$ cat src/rtl/lkd_pkg.sv
package lkd_pkg;

   // Outcome of judging one reference edge
   typedef enum logic [1:0] {
      VERD_NONE = 2'd0,
      VERD_HIT  = 2'd1,
      VERD_MISS = 2'd2
   } verdict_t;

endpackage

$ cat src/rtl/lkd_fb_tracker.sv
// Remembers the most recent feedback edge: its age in ticks and whether
// it is still unclaimed by a reference edge.
module lkd_fb_tracker #(
   parameter int AGE_W = 7
) (
   input  logic             clk,
   input  logic             rst,
   input  logic             fb_evt,
   input  logic             claim,
   output logic [AGE_W-1:0] fb_age,
   output logic             fb_avail
);

   localparam logic [AGE_W-1:0] AGE_SAT = {AGE_W{1'b1}};

   always_ff @(posedge clk) begin
      if (rst) begin
         fb_age   <= AGE_SAT;
         fb_avail <= 1'b0;
      end else if (fb_evt) begin
         fb_age   <= {{(AGE_W-1){1'b0}}, 1'b1};
         fb_avail <= !claim;
      end else begin
         if (fb_age != AGE_SAT) begin
            fb_age <= fb_age + 1'b1;
         end
         if (claim) begin
            fb_avail <= 1'b0;
         end
      end
   end


   claim_spends_chk: assert property (@(posedge clk) disable iff (rst)
      (claim && !fb_evt) |=> !fb_avail);

endmodule

$ cat src/rtl/lkd_window_judge.sv
// Gives one verdict per reference edge: an early feedback edge that is
// still inside the window, or a late one arriving before the window closes.
module lkd_window_judge
   import lkd_pkg::*;
#(
   parameter int WIN_W = 6
) (
   input  logic             clk,
   input  logic             rst,
   input  logic             ref_evt,
   input  logic             fb_evt,
   input  logic             fb_avail,
   input  logic [WIN_W:0]   fb_age,
   input  logic [WIN_W-1:0] win,
   output verdict_t         verdict,
   output logic             claim
);

   logic             pend_q, pend_n;
   logic [WIN_W-1:0] wait_q, wait_n;
   logic             early_ok;

   assign early_ok = fb_evt || (fb_avail && (fb_age <= {1'b0, win}));

   always_comb begin
      verdict = VERD_NONE;
      claim   = 1'b0;
      pend_n  = pend_q;
      wait_n  = wait_q;
      if (pend_q) begin
         if (ref_evt) begin
            // a new reference edge while waiting: the old one failed
            verdict = VERD_MISS;
            pend_n  = 1'b0;
         end else if (fb_evt) begin
            verdict = VERD_HIT;
            claim   = 1'b1;
            pend_n  = 1'b0;
         end else if (wait_q >= win) begin
            verdict = VERD_MISS;
            pend_n  = 1'b0;
         end else begin
            wait_n = wait_q + 1'b1;
         end
      end else if (ref_evt) begin
         if (early_ok) begin
            verdict = VERD_HIT;
            claim   = 1'b1;
         end else if (win == '0) begin
            verdict = VERD_MISS;
         end else begin
            pend_n = 1'b1;
            wait_n = {{(WIN_W-1){1'b0}}, 1'b1};
         end
      end
   end

   always_ff @(posedge clk) begin
      if (rst) begin
         pend_q <= 1'b0;
         wait_q <= '0;
      end else begin
         pend_q <= pend_n;
         wait_q <= wait_n;
      end
   end


   wait_bound_chk: assert property (@(posedge clk) disable iff (rst)
      pend_q |-> (wait_q <= win));


   wait_from_ref_chk: assert property (@(posedge clk) disable iff (rst)
      $rose(pend_q) |-> $past(ref_evt));

endmodule

$ cat src/rtl/lkd_run_counter.sv
// Counts consecutive hits up to the target and drives the lock flag.
module lkd_run_counter
   import lkd_pkg::*;
#(
   parameter int CNT_W = 8
) (
   input  logic             clk,
   input  logic             rst,
   input  verdict_t         verdict,
   input  logic [CNT_W-1:0] need,
   output logic [CNT_W-1:0] run_cnt,
   output logic             locked
);

   logic [CNT_W:0] cnt_up;

   assign cnt_up = {1'b0, run_cnt} + 1'b1;

   always_ff @(posedge clk) begin
      if (rst) begin
         run_cnt <= '0;
         locked  <= 1'b0;
      end else begin
         unique case (verdict)
            VERD_MISS: begin
               run_cnt <= '0;
               locked  <= 1'b0;
            end
            VERD_HIT: begin
               if (run_cnt < need) begin
                  run_cnt <= cnt_up[CNT_W-1:0];
                  locked  <= (cnt_up >= {1'b0, need});
               end else begin
                  locked <= 1'b1;
               end
            end
            default: ;
         endcase
      end
   end


   miss_clears_chk: assert property (@(posedge clk) disable iff (rst)
      (verdict == VERD_MISS) |=> (run_cnt == '0) && !locked);


   hit_step_chk: assert property (@(posedge clk) disable iff (rst)
      (verdict == VERD_HIT && run_cnt < need) |=>
         (run_cnt == CNT_W'($past(run_cnt) + 1'b1)));


   lock_at_target_chk: assert property (@(posedge clk) disable iff (rst)
      locked |-> (run_cnt == need));


   no_overrun_chk: assert property (@(posedge clk) disable iff (rst)
      run_cnt <= need);


   hold_lock_chk: assert property (@(posedge clk) disable iff (rst)
      (verdict == VERD_HIT && run_cnt == need) |=> locked);

endmodule

$ cat src/rtl/pll_lock_detect.sv
module pll_lock_detect
   import lkd_pkg::*;
#(
   parameter int WIN_W    = 6,
   parameter int CNT_W    = 8,
   parameter bit CFG_HOLD = 1'b1
) (
   input  logic             clk,
   input  logic             rst,
   input  logic             ref_evt,
   input  logic             fb_evt,
   input  logic [WIN_W-1:0] win_in,
   input  logic [CNT_W-1:0] need_in,
   output logic             locked,
   output logic [CNT_W-1:0] run_cnt
);

   localparam int AGE_W = WIN_W + 1;

   if (WIN_W < 1 || WIN_W > 16) begin : g_bad_win
      $error("pll_lock_detect: WIN_W must be in 1..16");
   end
   if (CNT_W < 1 || CNT_W > 24) begin : g_bad_cnt
      $error("pll_lock_detect: CNT_W must be in 1..24");
   end

   logic [WIN_W-1:0] win_q;
   logic [CNT_W-1:0] need_q;

   if (CFG_HOLD) begin : g_cfg_hold
      always_ff @(posedge clk) begin
         if (rst) begin
            win_q  <= win_in;
            need_q <= need_in;
         end
      end
   end else begin : g_cfg_live
      assign win_q  = win_in;
      assign need_q = need_in;
   end

   logic [AGE_W-1:0] fb_age;
   logic             fb_avail;
   logic             claim;
   verdict_t         verdict;

   lkd_fb_tracker #(.AGE_W(AGE_W)) u_fb (
      .clk      (clk),
      .rst      (rst),
      .fb_evt   (fb_evt),
      .claim    (claim),
      .fb_age   (fb_age),
      .fb_avail (fb_avail)
   );

   lkd_window_judge #(.WIN_W(WIN_W)) u_judge (
      .clk      (clk),
      .rst      (rst),
      .ref_evt  (ref_evt),
      .fb_evt   (fb_evt),
      .fb_avail (fb_avail),
      .fb_age   (fb_age),
      .win      (win_q),
      .verdict  (verdict),
      .claim    (claim)
   );

   lkd_run_counter #(.CNT_W(CNT_W)) u_cnt (
      .clk     (clk),
      .rst     (rst),
      .verdict (verdict),
      .need    (need_q),
      .run_cnt (run_cnt),
      .locked  (locked)
   );

endmodule

$ cat config.mk
export PLATFORM = sky130hd
export DESIGN_NAME = pll_lock_detect
export DESIGN_NICKNAME = d
export VERILOG_FILES = /design/src/rtl/lkd_pkg.sv /design/src/rtl/lkd_fb_tracker.sv /design/src/rtl/lkd_window_judge.sv /design/src/rtl/lkd_run_counter.sv /design/src/rtl/pll_lock_detect.sv
export SDC_FILE = /design/constraint.sdc
export NUM_CORES = 1
export LEC_CHECK = 0
export CAP_MARGIN = 20
export CORE_MARGIN = 1
export CORE_UTILIZATION = 28
export DETAILED_ROUTE_END_ITERATION = 8
export SYNTH_ARGS = -nofsm -noshare
export SYNTH_HDL_FRONTEND = slang
export SYNTH_SLANG_ARGS = --single-unit
$ cat constraint.sdc
create_clock -name clk -period 3.1 [get_ports clk]
set_input_delay 0.465 -clock clk [delete_from_list [all_inputs] [get_ports clk]]
set_output_delay 0.465 -clock clk [all_outputs]
set_load 0.02 [all_outputs]
Word-level counts from Yosys, hierarchy flattened

Index checks and enable logic that the tools add are counted.

$add $sub $neg: 3
Magnitude comparators: 4
Equality and inequality tests: 9
Muxes and demuxes: 34
Reduce and logical (&&, ||, !) cells: 11

Operators by type and width:

| cell                | number |
|---|---|
| $mux 6              | 7 |
| $pmux 8 s2          | 1 |
| $mux 1              | 15 |
| $mux 2              | 7 |
| $mux 7              | 2 |
| $add 8x1->9 const B | 1 |
| $ge 9x8->1          | 1 |
| $lt 8x8->1          | 1 |
| $mux 8              | 1 |
| $reduce_bool 2->1   | 4 |
| $add 7x1->7 const B | 1 |
| $le 7x6->1          | 1 |
| $ne 7x7->1 const B  | 1 |
| $add 6x1->6 const B | 1 |
| $ge 6x6->1          | 1 |
| $logic_not 6->1     | 1 |
| $ne 2x1->1 const B  | 3 |
| $ne 2x2->1 const B  | 3 |
| $reduce_and 6->1    | 1 |
| $eq 2x1->1 const B  | 1 |
| $eq 2x2->1 const B  | 1 |
| $pmux 1 s2          | 1 |
| $reduce_and 2->1    | 1 |
| $reduce_or 2->1     | 1 |
| 3 further kinds     | 3 |

Bits in registers: 38
Input bits: 18
Output and inout bits: 9
Word-level logic and storage cells: 70

Longest topological paths before layout

Gate-level depths: netlist of the first run.

Depth in word-level cells: 9
Depth in mapped cells: 14
Mapped depth without buffers: 12

Modules after synthesis

Synthesis of the first run repeated with hierarchy kept, for this count alone.

Cells, all modules: 272
Area, all modules: 2562.5 sq um

Modules (own cells, without submodules):

| module           | times used | cells an instance | area an instance (sq um) | sequential area each (sq um) |
|---|---|---|---|---|
| lkd_run_counter  | 1          | 123               | 1008.5                   | 180.2 |
| lkd_window_judge | 1          | 90                | 733.2                    | 140.1 |
| pll_lock_detect  | 1          | 14                | 420.4                    | 420.4 |
| lkd_fb_tracker   | 1          | 45                | 400.4                    | 160.2 |

Worst setup path after synthesis of the first run

No wires, ideal clock.

Kind: reg2reg
From: register win_q[4]
To: register u_cnt.run_cnt[7]
Setup time: 117 ps
Arrival time: 3231 ps
Required time: 2983 ps
Path slack: -249 ps
Cell stages (with the launch flop): 14
Buffers on the path: 2
Clock period less this slack: 3349 ps
Cells stage by stage: edfxtp_1 -> inv_1 -> ha_1 -> a21o_1 -> a2111oi_0 -> a21oi_1 -> a32oi_1 -> ha_1 -> inv_1 -> or3_1 -> clkbuf_1 -> or2_2 -> clkbuf_1 -> a32o_1

Cells in the longest elaborated chain, start to end: 9
Elaborated cells on any way between the ends: 18
Classes of those cells: 2 x order compare; 3 x eq/ne; 8 x mux; 5 x reduce/logical

RTL lines:

| item                                                      | line                   | source |
|---|---|---|
| start: declaration                                        | pll_lock_detect.sv:27  | `logic [WIN_W-1:0] win_q;` |
| start signal: assignment                                  | pll_lock_detect.sv:33  | `win_q <= win_in;` |
| $le 7x6->1                                                | lkd_window_judge.sv:23 | `assign early_ok = fb_evt \|\| (fb_avail && (fb_age <= {1'b0, win}));` |
| $logic_and 1x1->1                                         | lkd_window_judge.sv:23 |  |
| $logic_or 1x1->1                                          | lkd_window_judge.sv:23 |  |
| $mux 2                                                    | lkd_window_judge.sv:46 | `if (early_ok) begin` |
| $mux 2                                                    | lkd_window_judge.sv:45 | `end else if (ref_evt) begin` |
| $mux 2 *                                                  | lkd_window_judge.sv:30 | `if (pend_q) begin` |
| $eq 2x1->1 or $eq 2x2->1 (tied branches)                  | lkd_run_counter.sv:24  | `unique case (verdict)` |
| $ne 2x1->1 (no line) or $reduce_bool 2->1 (tied branches) | n/a                    |  |
| $reduce_and 2->1 (no line)                                | n/a                    |  |
| end signal: assignment                                    | lkd_run_counter.sv:31  | `run_cnt <= cnt_up[CNT_W-1:0];` |
| end: declaration                                          | lkd_run_counter.sv:11  | `output logic [CNT_W-1:0] run_cnt,` |

Mark *: on every way between the ends. The rest lies on a longest branch, timed or not.
A chain may end at the register's enable or synchronous reset.

Worst setup path after layout of the first run

Same ends and word-level chain as after synthesis.

==> out/metrics.yaml, run 1 <==
outcome: "finished, final reports clean"
hold_class: "reg2reg"
cts_hold_buf: 0
final_cell_count_no_fill: 379
cap_violations: 0
maxSlewHeadroom_pct: 50.98
async_reset_ff_share_pct: 0
worstPathRequired_ps: 3290
die_h_um: 93.80
muxShareOfSynthArea_pct: 0.8484
clockPowerShare_pct: 30.7
drt-pass1-iter-count: 4
path_buf_inv: 2
postSynthAreaPerCell_um2: 9.915
insertion_delay_ps: 290
whs_ps: 512.8
drcViolationCount: 0
ios: 27
ys.flop_type: "dfxtp_1"
syn-num-nets: 289
cts_resized: 0
setup-violations-final: 0
synth-warning-count: 0
crit_family: "compound AO/OA/AOI/OAI gates"
path_clk_slew_ps: 80
grt_setup_unrepaired: "no"
wl_um: 5186
path_class: "reg2reg"
portBuffers: 26
hold_viol: 0
p_sw_share_pct: 27.50
end_kind: "flip-flop"
die_x_um: 93.80
final_cell_area_mm2: 0.002892
clock_skew_ps: 8.128
vias: 1925
synth-edff-count: 14
clockRootBuffer: "clkbuf_8"
dp_hpwl_um: 3948
cpPeakStageDelay_ps: 400
crit_chain: "inv_1 -> ha_1 -> a21o_1 -> a2111oi_4 -> a21oi_2 -> a32oi_1 -> ha_1 -> inv_1 -> or3_1 -> or2_4 -> a32o_1"
wl_per_cell_um: 13.68
htree_levels: 2
timing.final.ws_setup_ps: 208.6
switching_power_mw: 0.3002
cpMaxStageDelayCell: "edfxtp_1"
synth_compound_area_share_pct: 21.42
critical_path_arrival_ps: 3080
p_comb_share_pct: 17.1
ys_types: 47
synthSimpleGateAreaFrac_pct: 14.37
drtAntennaViolNets: 0
most-common-layout-cells: "ha_1, clkdlybuf4s50_1, dfxtp_1, inv_1, edfxtp_1"
ir_drop_v: 0.0001506
floorplan.rows: 33
ys_seq_area_share_pct: 38.18
grt_pass1_wl_um: 8907
final_core_util_pct: 35.37
start_util_pct: 28.86
period_share_pct: 93.27
ys_ff_latch: 38
numCtsBuffers: 5
finalPower_mw: 1.092
drive_gt1_share_pct: 9.124
dp.cells: 371
p_seq_share_pct: 52.2
internal_power_mw: 0.7915
gp_congestion: 0.8202
setup_tns_ps: 0
cts_tree: "built"
synth-xor-area-share_pct: 3.712
drt-initial-drc-count: 82
fillers: 835
clockBufferDepth: 2
fin_crit_ps: 2891
slew_violations: 0
design.core.area_mm2: 0.008175
tightest_slew_ps: 735.3
clock-sinks: 38
grt_max_degree: 19
synth_fa_ha_area_share_pct: 17.50
antenna_found_initial: 0
grt-ovfl-total: 0
area.growth.synth_to_final_pct: 22.53
pre_cts_ws_ps: 82.30
synth_top_family_by_area: "compound AO/OA/AOI/OAI gates"
place_area_mm2: 0.002808
grt_pass1_vias: 1920
p_leak_nw: 1.178
start_kind: "flip-flop"
nets: 324
grt.total_usage_pct: 13.07
num_antenna_cells: 0
p_per_area_mw_per_mm2: 377.5
cp_max_fo: 8
syn_area_mm2: 0.002360
layout_commonest_cell: "ha_1"
netlist_instances: 238
die_area_mm2: 0.008798
post_cts_buffers: 0
max_freq_mhz: 345.9
viasPerCell: 5.079
[metal layers]
metal / vias to the layer above / GRT usage [%] / share of wire (%)
met2: 23 / 21.90 / 47
met1: 920 / 16.48 / 49
li1: 976 / - / -
met5: - / 0 / 0
met3: 6 / 3.236 / 3.2
met4: 0 / 3.846 / 0.66
[cell usage after synthesis, types with 3 or more instances]
cell type | instances | area share (%)
a21oi_1 | 9 | 1.9
or2_2 | 4 | 1.1
and3_1 | 3 | 0.80
inv_1 | 19 | 3.0
edfxtp_1 | 14 | 18
o211ai_1 | 7 | 2.2
ha_1 | 33 | 17
xor2_1 | 6 | 2.2
clkbuf_1 | 5 | 0.80
o31ai_1 | 3 | 0.95
or3_1 | 6 | 1.6
nand3_1 | 11 | 2.3
dfxtp_1 | 24 | 20
a21o_1 | 6 | 1.9
nand4_1 | 4 | 1.1
o21bai_1 | 4 | 1.3
nor2b_1 | 4 | 1.1
xnor2_1 | 4 | 1.5
a31oi_1 | 4 | 1.1
a211oi_1 | 4 | 1.3
nor3_1 | 7 | 1.5
nand2_1 | 11 | 1.7
o21ai_0 | 12 | 2.5
[tightest hold or removal path, stage by stage, from the launching register on]
cell and delay [ps]:
dfxtp_1 330, o31ai_1 70, a211oi_1 60
[flip-flops by register name, summed over array words and instances, names as in the netlist]
register,count
win_q,6
u_fb.fb_age,7
u_judge.wait_q,6
u_cnt.run_cnt,8
u_judge.pend_q,1
u_fb.fb_avail,1
need_q,8
u_cnt.locked,1
[power by group through the flow]
stage / logic, mW / clock network (mW) / registers (mW)
after floorplan: 0.117 / 0 / 0.577
final: 0.187 / 0.335 / 0.570
after global routing: 0.213 / 0.369 / 0.574
after detailed placement: 0.186 / 0 / 0.582
after CTS: 0.187 / 0.343 / 0.570
after global placement: 0.182 / 0 / 0.581
[worst paths after layout]
check,startpoint,endpoint,slack (ps),cells past startpoint
max reg2reg,win_q[4]$_DFFE_PP_,u_cnt.run_cnt[7]$_SDFFE_PP0P_,210,11
max,win_q[4]$_DFFE_PP_,u_cnt.run_cnt[7]$_SDFFE_PP0P_,210,11
min,u_judge.wait_q[5]$_SDFFE_PP0P_,u_judge.wait_q[5]$_SDFFE_PP0P_,510,2
min reg2reg,u_judge.wait_q[5]$_SDFFE_PP0P_,u_judge.wait_q[5]$_SDFFE_PP0P_,510,2
[area by class of cell]
cell class                      instances  area, µm²  area share, %
Clock buffer                            6      72.57          2.510
Clock inverter                          2      8.758         0.3029
Inverter                               20      75.07          2.596
Multi-Input combinational cell        175       1390          48.07
Timing Repair Buffer                   33      312.8          10.82
Tap cell                              105      131.4          4.543
Sequential cell                        38      900.9          31.16
[logic make-up after synthesis]
kind of cell | after synthesis
AO/OA/AOI/OAI | 69
AND/OR/NAND/NOR | 61
flip-flops | 38
adder cells (fa/ha/maj) | 33
buffers and inverters | 25
XOR/XNOR | 10
multiplexers | 2
(Power assumes the default switching activity.)
==> run 2, diff against run 1 <==
--- a/config.mk
+++ b/config.mk
@@ -8,6 +8,7 @@
 export CAP_MARGIN = 20
 export CORE_MARGIN = 1
 export CORE_UTILIZATION = 28
+export CTS_BUF_LIST = sky130_fd_sc_hd__clkbuf_16
 export DETAILED_ROUTE_END_ITERATION = 8
 export SYNTH_ARGS = -nofsm -noshare
 export SYNTH_HDL_FRONTEND = slang
==> run 2 against run 1 <==
  * First-iteration DRC count up 7.3%
  * Wire length up 0.12%
  * Register-to-register slack better by 20 ps
  * Utilization up 0.69 points
  * Setup slack better by 17 ps
  * Critical path depth unchanged
  * Final cell count unchanged
  * Clock-buffer cell count down 1
  * Non-clock buffer count unchanged
  * Via count down 0.16%
  * Critical path type unchanged
  * Largest cell class unchanged
  * Largest power group unchanged
==> out/metrics.yaml, run 2 (same netlist as run 1, synthesis figures left out) <==
crit_chain: "inv_1 -> ha_1 -> a21o_1 -> a2111oi_4 -> a21oi_2 -> a32oi_1 -> ha_1 -> inv_1 -> or3_1 -> or2_4 -> a32o_1"
htree_levels: 2  # unchanged
whs_ps: 513.6  # +0.8300 ps
timing.final.ws_setup_ps: 225.8  # +17.19 ps
ios: 27  # unchanged
start_util_pct: 28.86  # unchanged
start_kind: "flip-flop"
area.growth.synth_to_final_pct: 24.92
insertion_delay_ps: 280  # about the same
crit_family: "compound AO/OA/AOI/OAI gates"
viasPerCell: 5.071  # -0.16%
ir_drop_v: 0.0001915  # +27%
drtAntennaViolNets: 0  # unchanged
grt_setup_unrepaired: "no"
wl_um: 5192  # +0.12%
path_clk_slew_ps: 60  # -20 ps
cap_violations: 0  # unchanged
die_x_um: 93.80  # unchanged
clock_skew_ps: 7.729  # -0.3995 ps
dp_hpwl_um: 3948  # unchanged
fin_crit_ps: 2874  # -17.19 ps
grt.total_usage_pct: 13.00  # -0.069 points
switching_power_mw: 0.3169  # +5.6%
slew_violations: 0  # unchanged
clockPowerShare_pct: 39.2  # +8.5 points
hold_class: "reg2reg"
finalPower_mw: 1.245  # +14%
critical_path_arrival_ps: 3050  # -30 ps
design.core.area_mm2: 0.008175  # unchanged
grt_max_degree: 19  # unchanged
p_seq_share_pct: 45.8  # -6.4 points
drive_gt1_share_pct: 9.124  # unchanged
worstPathRequired_ps: 3280  # about the same
post_cts_buffers: 0  # unchanged
antenna_found_initial: 0  # unchanged
hold_depth: 2  # unchanged
clockBufferDepth: 2  # unchanged
path_class: "reg2reg"
p_comb_share_pct: 15.0  # -2.1 points
wl_per_cell_um: 13.70  # +0.12%
hold_viol: 0  # unchanged
nets: 324  # unchanged
most-common-layout-cells: "ha_1, clkdlybuf4s50_1, dfxtp_1, inv_1, edfxtp_1"
grt_pass1_wl_um: 8907  # unchanged
die_area_mm2: 0.008798  # unchanged
clock-sinks: 38  # unchanged
path_buf_inv: 2  # unchanged
regArea_um2: 900.9  # unchanged
vias: 1922  # -0.16%
layout_commonest_cell: "ha_1"
cpMaxStageDelayCell: "edfxtp_1"
end_kind: "flip-flop"
tightest_slew_ps: 731.2  # -4.078 ps
dr_wl_met3_um: 163  # -3.0%
cp_max_fo: 8  # unchanged
multi_input_area_mm2: 0.001390  # unchanged
reg_top3: "need_q x8, u_cnt.run_cnt x8, u_fb.fb_age x7"
drt-pass1-iter-count: 4  # unchanged
final_cell_area_mm2: 0.002948  # +1.9%
num_antenna_cells: 0  # unchanged
p_per_area_mw_per_mm2: 422.4  # +12%
p_leak_nw: 1.208  # +2.5%
setup-violations-final: 0  # unchanged
outcome: "finished, final reports clean"
wl_met1_um: 2559  # +0.75%
highest_layer: "met4"
gp_congestion: 0.8202  # unchanged
floorplan.rows: 33  # unchanged
reg2reg_depth: 11  # unchanged
p_sw_share_pct: 25.45  # -2.0 points
path_depth: 11  # unchanged
internal_power_mw: 0.9283  # +17%
die_h_um: 93.80  # unchanged
clockRootBuffer: "clkbuf_16"
drt-initial-drc-count: 88  # +7.3%
numCtsBuffers: 5  # unchanged
pre_cts_ws_ps: 82.30  # unchanged
place_area_mm2: 0.002808  # unchanged
max_freq_mhz: 347.9  # +0.60%
setup_tns_ps: 0  # unchanged
fillers: 828  # -0.84%
r2r_setup_slack_ps: 230  # +20 ps
maxSlewHeadroom_pct: 50.81  # -0.17 points
drcViolationCount: 0  # unchanged
grt-ovfl-total: 0  # unchanged
portBuffers: 26  # unchanged
grt_pass1_vias: 1918  # -0.10%
cpPeakStageDelay_ps: 390  # about the same
period_share_pct: 92.72  # -0.55 points
cts_tree: "built"
wl_met2_um: 2435  # -0.37%
## run 2: changes by cell type in the layout (fill, tap and decap cells not counted), sizes merged
cell    previous run  this run
clkbuf             6         5
inv               19        20
## run 2: final timing paths
path / start / endpoint
hold reg to reg: u_judge.wait_q[5]$_SDFFE_PP0P_ / u_judge.wait_q[5]$_SDFFE_PP0P_
setup reg to reg: win_q[4]$_DFFE_PP_ / u_cnt.run_cnt[7]$_SDFFE_PP0P_
setup / recovery: win_q[4]$_DFFE_PP_ / u_cnt.run_cnt[7]$_SDFFE_PP0P_
hold / removal: u_judge.wait_q[5]$_SDFFE_PP0P_ / u_judge.wait_q[5]$_SDFFE_PP0P_
## run 2: stage by stage
| step | util, % | cells |
|---|---|---|
| final | 36.06 | 379 |
| after global routing | 36.06 | 379 |
| after CTS | 36.03 | 379 |
| after detailed placement | 34.34 | 371 |
| after global placement | 34.34 | 371 |
| after floorplan | - | 238 |
## run 2: power groups by stage
stage               clock, mW  sequential (mW)  combinational, mW
finish                  0.488            0.571              0.187
CTS                     0.501            0.571              0.188
global placement            0            0.581              0.182
floorplan                   0            0.577              0.117
global route            0.522            0.575              0.213
detailed placement          0            0.582              0.186
## run 2: worst reg2reg max path, cell delays in order (launching register included)
cell       delay, ps
edfxtp_1         390
inv_1            100
ha_1             240
a21o_1           190
a2111oi_4        350
a21oi_2          140
a32oi_1          210
ha_1             190
inv_1             50
or3_1            380
or2_4            280
a32o_1           250
## run 2: final cells by class
class,count,area share (%)
Clock buffer,5,4.244
Clock inverter,3,0.4244
Inverter,20,2.547
Multi-Input combinational cell,175,47.16
Sequential cell,38,30.56
Tap cell,105,4.457
Timing Repair Buffer,33,10.61
## run 2: metal layers
layer  global-route usage [%]  vias up
met3                    3.236        5
met1                    16.23      911
met2                    22.14       26
met5                        0        -
met4                    3.462        0
li1                         -      980
## run 2: repair_timing
item                       CTS  global route
resized for setup            0             1
hold buffers                 0             0
setup endpoints to repair    0             7
